<file path="src/rtl/e1sb_pkg.sv">
package e1sb_pkg;
  localparam int CRC_W      = 4;
  localparam int MF_FRAMES  = 16;
  localparam int SMF_FRAMES = 8;
  localparam int FN_W       = $clog2(MF_FRAMES);
  localparam int SMF_W      = $clog2(SMF_FRAMES);
  localparam int MAS_LEN    = 6;

  // alignment pattern, MSB goes into frame 1
  localparam logic [MAS_LEN-1:0] MAS_PAT = 6'b001011;

  typedef logic [CRC_W-1:0] crc_t;
  typedef logic [FN_W-1:0]  fnum_t;

  // one serial step of the divider, first bit of the block first
  function automatic crc_t crc_step(crc_t r, logic b, crc_t poly);
    logic fb;
    fb = r[CRC_W-1] ^ b;
    return {r[CRC_W-2:0], 1'b0} ^ (fb ? poly : '0);
  endfunction
endpackage

</file>
<file path="src/rtl/e1sb_reset_sync.sv">
module e1sb_reset_sync #(
  parameter int STAGES = 2
) (
  input  logic clk,
  input  logic arst_n,
  output logic rst_n_o
);
  logic [STAGES-1:0] chain_q;

  always_ff @(posedge clk or negedge arst_n) begin
    if (!arst_n) chain_q <= '0;
    else         chain_q <= {chain_q[STAGES-2:0], 1'b1};
  end

  assign rst_n_o = chain_q[STAGES-1];
endmodule

</file>
<file path="src/rtl/e1sb_frame_track.sv">
module e1sb_frame_track
  import e1sb_pkg::*;
(
  input  logic  clk,
  input  logic  rst_n,
  input  logic  fsync,
  input  logic  sync_frm,
  output logic  fs_start,
  output fnum_t fn_cur,
  output logic  run,
  output logic  smf_bound
);
  logic  fsync_q;
  fnum_t fn_q, fn_d;
  logic  aligned_q;
  logic [FN_W-2:0] fn_hi;

  always_comb begin
    fs_start  = fsync & ~fsync_q;
    fn_hi     = fn_q[FN_W-1:1] + (FN_W-1)'(fn_q[0]);
    fn_d      = aligned_q ? {fn_hi, ~sync_frm} : {{(FN_W-1){1'b0}}, ~sync_frm};
    fn_cur    = fs_start ? fn_d : fn_q;
    run       = aligned_q | fs_start;
    smf_bound = fs_start & (fn_d[SMF_W-1:0] == '0);
  end

  always_ff @(posedge clk or negedge rst_n) begin
    if (!rst_n) begin
      fsync_q   <= 1'b0;
      fn_q      <= '0;
      aligned_q <= 1'b0;
    end else begin
      fsync_q <= fsync;
      if (fs_start) begin
        fn_q      <= fn_d;
        aligned_q <= 1'b1;
      end
    end
  end

  // a sync frame always takes an even number
  a_r3_sync_even: assert property (@(posedge clk) disable iff (!rst_n)
    (fs_start && sync_frm) |=> !fn_q[0]);

  // frame type agreeing with count parity advances by one
  a_r3_advance: assert property (@(posedge clk) disable iff (!rst_n)
    (fs_start && aligned_q && (sync_frm == fn_q[0]))
      |=> (fn_q == ($past(fn_q) + {{(FN_W-1){1'b0}}, 1'b1})));

  // numbering moves only at a frame start
  a_r2_hold: assert property (@(posedge clk) disable iff (!rst_n)
    !fs_start |=> $stable(fn_q));
endmodule

</file>
<file path="src/rtl/e1sb_crc_engine.sv">
module e1sb_crc_engine
  import e1sb_pkg::*;
#(
  parameter crc_t POLY = 4'b0011
) (
  input  logic clk,
  input  logic rst_n,
  input  logic run,
  input  logic bound,
  input  logic bit_in,
  output crc_t word
);
  crc_t acc_q, acc_d, word_q, word_d, seed;

  always_comb begin
    seed   = bound ? '0 : acc_q;
    acc_d  = run ? crc_step(seed, bit_in, POLY) : acc_q;
    word_d = bound ? acc_q : word_q;
    word   = word_d;
  end

  always_ff @(posedge clk or negedge rst_n) begin
    if (!rst_n) begin
      acc_q  <= '0;
      word_q <= '0;
    end else begin
      if (run)   acc_q  <= acc_d;
      if (bound) word_q <= word_d;
    end
  end

  // latched word changes only at a submultiframe boundary
  a_r8_word_hold: assert property (@(posedge clk) disable iff (!rst_n)
    !bound |=> $stable(word_q));

  // remainder restarts from zero at a boundary
  a_r8_restart: assert property (@(posedge clk) disable iff (!rst_n)
    (bound && !bit_in) |=> (acc_q == '0));
endmodule

</file>
<file path="src/rtl/e1sb_spare_sel.sv">
module e1sb_spare_sel
  import e1sb_pkg::*;
(
  input  logic  crc_en,
  input  fnum_t fn,
  input  logic  sync_frm,
  input  logic  user_s,
  input  logic  user_n,
  input  crc_t  word,
  output logic  spare,
  output logic  c_pos
);
  always_comb begin
    c_pos = crc_en & ~fn[0];
    if (!crc_en)
      spare = sync_frm ? user_s : user_n;
    else if (!fn[0])
      spare = word[2'd3 - fn[2:1]];
    else if (fn[3:1] == 3'd6)
      spare = user_s;
    else if (fn[3:1] == 3'd7)
      spare = user_n;
    else
      spare = MAS_PAT[3'd5 - fn[3:1]];
  end
endmodule

</file>
<file path="src/rtl/e1_spare_bit_gen.sv">
module e1_spare_bit_gen
  import e1sb_pkg::*;
#(
  parameter crc_t CRC_POLY = 4'b0011
) (
  input  logic clk,
  input  logic rst_n,
  input  logic fsync,
  input  logic sync_frm,
  input  logic din,
  input  logic crc_en,
  input  logic user_s,
  input  logic user_n,
  output logic dout
);
  logic  rst_s;
  logic  fs_start, run, smf_bound;
  fnum_t fn_cur;
  crc_t  word;
  logic  spare, c_pos;
  logic  bit_out, crc_bit;
  logic  dout_q;

  e1sb_reset_sync #(.STAGES(2)) u_rst (
    .clk(clk), .arst_n(rst_n), .rst_n_o(rst_s)
  );

  e1sb_frame_track u_trk (
    .clk(clk), .rst_n(rst_s), .fsync(fsync), .sync_frm(sync_frm),
    .fs_start(fs_start), .fn_cur(fn_cur), .run(run), .smf_bound(smf_bound)
  );

  e1sb_crc_engine #(.POLY(CRC_POLY)) u_crc (
    .clk(clk), .rst_n(rst_s), .run(run), .bound(smf_bound),
    .bit_in(crc_bit), .word(word)
  );

  e1sb_spare_sel u_sel (
    .crc_en(crc_en), .fn(fn_cur), .sync_frm(sync_frm),
    .user_s(user_s), .user_n(user_n), .word(word),
    .spare(spare), .c_pos(c_pos)
  );

  always_comb begin
    bit_out = fs_start ? spare : din;
    crc_bit = (fs_start & c_pos) ? 1'b0 : bit_out;
  end

  always_ff @(posedge clk or negedge rst_s) begin
    if (!rst_s) dout_q <= 1'b0;
    else        dout_q <= bit_out;
  end

  assign dout = dout_q;

  // data bits pass with one cycle of delay
  a_r1_pass: assert property (@(posedge clk) disable iff (!rst_s)
    !fs_start |=> (dout == $past(din)));

  // user bit chosen by frame type when CRC mode is off
  a_r4_user: assert property (@(posedge clk) disable iff (!rst_s)
    (fs_start && !crc_en)
      |=> (dout == ($past(sync_frm) ? $past(user_s) : $past(user_n))));

  // frame 1 carries the first alignment zero
  a_r5_mas_first: assert property (@(posedge clk) disable iff (!rst_s)
    (fs_start && crc_en && (fn_cur == 4'd1)) |=> !dout);

  // output low while held in reset
  always @(posedge clk) begin
    if (!rst_n) a_r10_reset_low: assert (dout == 1'b0);
  end
endmodule

</file>
<file path="config.mk">
export PLATFORM = sky130hd
export DESIGN_NAME = e1_spare_bit_gen
export DESIGN_NICKNAME = d
export VERILOG_FILES = /design/src/rtl/e1sb_pkg.sv /design/src/rtl/e1sb_reset_sync.sv /design/src/rtl/e1sb_frame_track.sv /design/src/rtl/e1sb_crc_engine.sv /design/src/rtl/e1sb_spare_sel.sv /design/src/rtl/e1_spare_bit_gen.sv
export SDC_FILE = /design/constraint.sdc
export NUM_CORES = 1
export LEC_CHECK = 0
export CAP_MARGIN = 10
export CORE_AREA = 2 2 49 51
export DETAILED_ROUTE_END_ITERATION = 7
export DIE_AREA = 0 0 51 53
export GPL_TIMING_DRIVEN = 0
export PLACE_DENSITY = 0.63
export REMOVE_ABC_BUFFERS = 1
export SLEW_MARGIN = 20
export SYNTH_ARGS = -nofsm -noshare
export SYNTH_HDL_FRONTEND = slang
export SYNTH_SLANG_ARGS = --single-unit
</file>
<file path="constraint.sdc">
create_clock -name clk -period 1.2 [get_ports clk]
set_input_delay 0.18 -clock clk [delete_from_list [all_inputs] [get_ports clk]]
set_output_delay 0.18 -clock clk [all_outputs]
set_load 0.1 [all_outputs]
</file>
==> After elaboration in Yosys (flattened, before gate mapping) <==
Memory sizes are Yosys's and may differ from the RTL's.
Cells that the tools add are included.
{ "classes": {"reduce_logical": 1, "order_cmp": 2, "bitwise_logic": 10, "add_sub_neg": 3, "n_mux": 15, "eq_ne": 2} }
{ "op_table": {"columns": ["operator", "count"], "rows": [
  ["$mux W4", 4],
  ["$mux W1", 9],
  ["$eq A3 B3 Y1 const B", 2],
  ["$and A1 B1 Y1", 4],
  ["$lt A3 B4 Y1 const B", 1],
  ["$xor A4 B4 Y4", 1],
  ["$add A3 B1 Y3", 1],
  ["$logic_not A3 Y1", 1],
  ["$lt A2 B3 Y1 const B", 1],
  ["$not A1 Y1", 3],
  ["$sub A3 B3 Y3 const A", 1],
  ["$bmux W1 S2", 1],
  ["$mux W2", 1],
  ["$sub A2 B2 Y2 const A", 1],
  ["$or A1 B1 Y1", 1],
  ["$xor A1 B1 Y1", 1]
]} }
{ "totals": {"rom_bits": 8, "mem_count": 1, "register_bits": 17, "word_cells": 41, "inputBits": 8, "out_inout_bits": 1} }
{ "memory_table": {"columns": ["memory", "words", "word_bits", "rd", "rd_clocked_by_memory_dff", "write_ports", "line", "text"], "rows": [
  ["(name not given)", 8, 1, 1, 0, 0, "e1sb_spare_sel.sv:24", "spare = MAS_PAT[3'd5 - fn[3:1]];"]
]} }

==> Longest topological paths before layout <==
Gate-level depths: netlist (run 1).
{ "depth": {"depth_word": 15, "mapped_depth": 9, "ltp_nobuf": 8} }

==> By module <==
A second synthesis (run 1) with hierarchy kept.
{ "hier_totals": {"hier_cells": 80, "hier_area_um2": 889.6} }
{ "by_module_without_submodules": {"columns": ["mod", "cells_each", "seq_area_each_um2", "n_inst", "area_each_um2"], "rows": [
  ["e1sb_crc_engine", 32, 200.2, 1, 381.6],
  ["e1sb_frame_track", 27, 150.1, 1, 295.3],
  ["e1sb_spare_sel", 13, 0.0, 1, 106.4],
  ["e1sb_reset_sync", 3, 50.0, 1, 53.8],
  ["e1_spare_bit_gen", 5, 25.0, 1, 52.6]
]} }

==> Worst setup path before layout (run 1) <==
Ideal clock, no wire load.
{ "synth_timing": {"kind": "register to register", "startpoint": "register u_trk.fn_q[0]", "endpoint": "register u_crc.acc_q[1]", "path_stages_with_launch": 9, "t_arrival_ns": 2.299, "n_path_buf": 0, "setup_time_ns": 0.120, "required_time_ns": 1.080, "path_slack_ns": -1.219, "synth_period_minus_slack_ns": 2.419, "cell_sequence": "dfrtp_1 ha_1 ha_1 nand2_1 mux2_4 o211a_1 or4_4 a211o_1 and3_1"} }
{ "synth_between": {"elab_chain_len": 15, "elab_cells_between_ends": 27, "classes_between": "3 x add/sub; 2 x eq/ne; 14 x mux; 6 x bitwise; 1 x reduce/logical; 1 x memory"} }
{ "synth_lines": {"columns": ["element", "line", "text"], "rows": [
  ["from (decl)", "e1sb_frame_track.sv:14", "fnum_t fn_q, fn_d;"],
  ["from (signal assigned)", "e1sb_frame_track.sv:35", "fn_q <= fn_d;"],
  ["$add A3 B1 Y3", "e1sb_frame_track.sv:20", "fn_hi = fn_q[FN_W-1:1] + (FN_W-1)'(fn_q[0]);"],
  ["$mux W4", "e1sb_frame_track.sv:21", "fn_d = aligned_q ? {fn_hi, ~sync_frm} : {{(FN_W-1){1'b0}}, ~sync_frm};"],
  ["$mux W4", "e1sb_frame_track.sv:22", "fn_cur = fs_start ? fn_d : fn_q;"],
  ["$sub A3 B3 Y3", "e1sb_spare_sel.sv:24", null],
  ["$mem_v2 Z8 W1", null, null],
  ["$mux W1 (not written as such)", "e1sb_spare_sel.sv:24", null],
  ["$mux W1", "e1sb_spare_sel.sv:21", "else if (fn[3:1] == 3'd7)"],
  ["$mux W1", "e1sb_spare_sel.sv:19", "else if (fn[3:1] == 3'd6)"],
  ["$mux W1", "e1sb_spare_sel.sv:17", "else if (!fn[0])"],
  ["$mux W1", "e1sb_spare_sel.sv:15", "if (!crc_en)"],
  ["$mux W1", "e1_spare_bit_gen.sv:45", "bit_out = fs_start ? spare : din;"],
  ["$mux W1", "e1_spare_bit_gen.sv:46", "crc_bit = (fs_start & c_pos) ? 1'b0 : bit_out;"],
  ["$xor A1 B1 Y1", "e1sb_pkg.sv:18", "fb = r[CRC_W-1] ^ b;"],
  ["$mux W2", "e1sb_pkg.sv:19", "return {r[CRC_W-2:0], 1'b0} ^ (fb ? poly : '0);"],
  ["$xor A4 B4 Y4 *", "e1sb_pkg.sv:19", null],
  ["to (signal assigned)", "e1sb_crc_engine.sv:24", "acc_q <= '0;"],
  ["to (signal assigned)", "e1sb_crc_engine.sv:27", "if (run) acc_q <= acc_d;"],
  ["to (decl)", "e1sb_crc_engine.sv:13", "crc_t acc_q, acc_d, word_q, word_d, seed;"]
]} }
Mark *: on every way between the ends. The rest lies on a longest branch, timed or not. The select of a mux whose other input is x is not followed.
A chain may end at the register's enable or synchronous reset.

==> Worst setup path after layout (run 1) <==
{ "layout_timing": {"startpoint": "register u_trk.fn_q[1]", "endpoint": "register u_crc.acc_q[1]"} }
The elaborated chain is that of the path after synthesis.

==> reports/metrics.yaml, run 1 <==
grt_use_met3: 0.0339
crit_required_ns: 1.38
critPathLaunchType: "flip-flop"
grt_pass1_wl_microns: 3480
ys_warn_count: 0
root_buffer: "clkbuf_4"
synth.distinct_cells: 38
grt_max_degree: 16
clock_latency_ns: 0.28
clk_pin_slew_ns: 0.10
n_fill_cell: 174
path_class: "flip-flop to flip-flop"
postSynth.asyncResetShare: 1.00
synth_enable_flop_cells: 0
area_delta_synth_final_pct: 32.4
critPathMaxFanout: 3
yosysSeqAreaShare: 0.459
max-cap-violations: 0
path_buf_inv: 0
grt_use_met1: 0.206
start_util: 0.432
hp-class: "input port to async pin"
cts_tree: "yes"
syn_area_per_cell_sq_um: 9.86
ctsHoldBuffers: 0
max_slew_margin: 0.575
dp_hpwl_microns: 1380
numCtsBuffers: 3
diodes: 0
final_nets: 127
path_cells: "ha_4 > ha_4 > nand2_2 > mux2_4 > o211a_1 > or4_4 > a211o_1 > and3_4"
busiest_layer: "met2"
grt_pass1_vias: 785
io_pins: 9
antenna_found_initial: 0
vdd_drop_max_mv: 0.837
endpoint_kind: "flip-flop"
placed_cell_area_sq_um: 1020
first_pass_iters: 4
setup_ws_ns: -1.29
gp_congestion: 0.801
clk_path_buf_depth: 2
ys.flop_type: "dfrtp_1"
rows: 17
p_leak_uw: 0.000540
skew_ns: 0.000533
drc_errors: 0
h-tree-depth: 1
synthesis.area_sq_um: 927
vias: 804
globalRouteTotalUtil: 0.177
vias_per_cell: 5.58
synth_seq_cells: 17
core_sq_um: 2150
wl_per_cell_microns: 14.5
hold_violations: 0
tightest_slew_ns: 0.638
drv_slew: 0
gr-usage-met2: 0.305
clock_sinks: 17
die_h_microns: 53
post-route-util: 0.571
clock.fmax_mhz: 401
fp.dieW_microns: 51
netlist_instances: 94
drt_iter0_drc: 7
crit_top_cell: "ha_4"
rsz0062_at_grt: "yes"
status: "finished, violations left"
worstPathArrival_ns: 2.67
period_share: 2.08
wl_microns: 2090
min_period_ns: 2.49
power_density_nw_per_um2: 1990
die-area_sq_um: 2700
drive_gt1_frac: 0.328
cp_slowest_cell: "or4_4"
grt-ovfl-total: 0
max_stage_delay_ns: 0.54
port_buffers: 8
setup_viol: 12
ant_nets: 0
violations: "setup timing"
critPathTopFamily: "simple AND/OR/NAND/NOR gates"
final_area_sq_um: 1230
metal layers:
layer  vias to the layer above  share of wire  wire length, microns
li1                        381              -                     -
met1                       403           0.47                   979
met2                        14           0.48                  1010
met3                         6          0.028                    59
met4                         0          0.018                    37
met5                         -              0                     0
path summary, 6_finish.rpt:
check,startpoint,slack [ns],end,depth (start not counted)
max,u_trk.fn_q[1],-1.29,u_crc.acc_q[1],8
min,rst_n,0.04,u_rst.chain_q[0],1
max reg2reg,u_trk.fn_q[1],-1.29,u_crc.acc_q[1],8
min reg2reg,u_rst.chain_q[1],0.27,u_crc.word_q[1],0
max in group asynchronous,u_rst.chain_q[1],0.52,u_trk.aligned_q,0
min in group clk,u_rst.chain_q[0],0.36,u_rst.chain_q[1],0
Yosys cell counts, types with 2 or more instances:
library cell	n	area, sq um
ha_1	2	25.0
a21oi_1	3	15.0
nand4_1	2	12.5
a211oi_1	2	15.0
nor2_1	4	15.0
a31o_2	3	26.3
buf_6	2	22.5
o221ai_1	2	17.5
nor2b_1	2	12.5
nand3_1	2	10.0
or2b_2	2	17.5
o21ai_0	6	30.0
inv_1	6	22.5
nand2_1	15	56.3
mux2_2	2	22.5
dfrtp_1	17	425
worst register-to-register path, cell delays in order, from the launching register on:
cell	delay [ns]
dfrtp_1	0.43
ha_4	0.18
ha_4	0.26
nand2_2	0.05
mux2_4	0.27
o211a_1	0.25
or4_4	0.54
a211o_1	0.27
and3_4	0.16
through the flow:
step	setup slack [ns]	hold slack [ns]	power (uW)	setup TNS (ns)	cells
global route	-1.36	0.0220	2620	-8.59	144
global placement	-1.84	0.263	1620	-14.40	127
CTS	-1.31	0.0355	2380	-7.47	144
finish	-1.29	0.0418	2440	-7.62	144
floorplan	-1.24	-0.116	1450	-6.83	91
detailed placement	-1.90	0.268	1650	-15.24	127
layout make-up:
| class | count | area [sq um] | area share |
|---|---|---|---|
| tap | 28 | 35.0 | 0.0285 |
| multi-input combinational | 67 | 518 | 0.422 |
| sequential | 17 | 425 | 0.347 |
| inverter | 7 | 28.8 | 0.0234 |
| clock buffer | 4 | 26.3 | 0.0214 |
| timing repair buffer | 21 | 194 | 0.158 |
cell families after synthesis:
| logic type | synth area share |
|---|---|
| buffers and inverters | 0.0567 |
| AO/OA/AOI/OAI | 0.197 |
| AND/OR/NAND/NOR | 0.196 |
| multiplexers | 0.0513 |
| XOR/XNOR | 0.00945 |
| other | 0.00404 |
| adder cells (fa/ha/maj) | 0.0270 |
| flip-flops | 0.459 |
repair_timing:
action                                  4_1_cts  5_1_grt
buffers inserted                             13        0
endpoints found under the setup margin       15       12
resized for setup                            22        3
pin swaps                                     6        6
flip-flops by register name, summed over array words and instances, names as in the netlist:
signal and flops:
u_trk.fn_q 4, u_crc.word_q 4, u_trk.aligned_q 1, dout 1, u_rst.chain_q 2, u_crc.acc_q 4
u_trk.fsync_q 1
cell usage in the layout, fill, tap and decap left out, types with 2 or more instances in the layout:
cell and n:
a211oi_1 2, o21ai_0 5, a31o_2 3, dfrtp_1 17, clkbuf_4 3, nand2_1 14
a21oi_1 3, inv_1 5, mux2_2 2, buf_4 9, clkdlybuf4s50_1 7, or2b_2 2
nand4_1 2, ha_4 2, buf_6 5, nor2_1 4, o221ai_1 2
power by group:
group	switching, uW	internal [uW]
Combinational	565	694
Sequential	134	743
Clock	173	129
Power figures use the tool's default switching activity.
==> inputs of run 2 (changes only) <==
CAP_MARGIN = not set   (was 10)
CTS_CLUSTER_DIAMETER = 60   (was not set)
==> results of run 2 <==
Same layout as run 1: the final DEF is identical, and so are final timing and power.
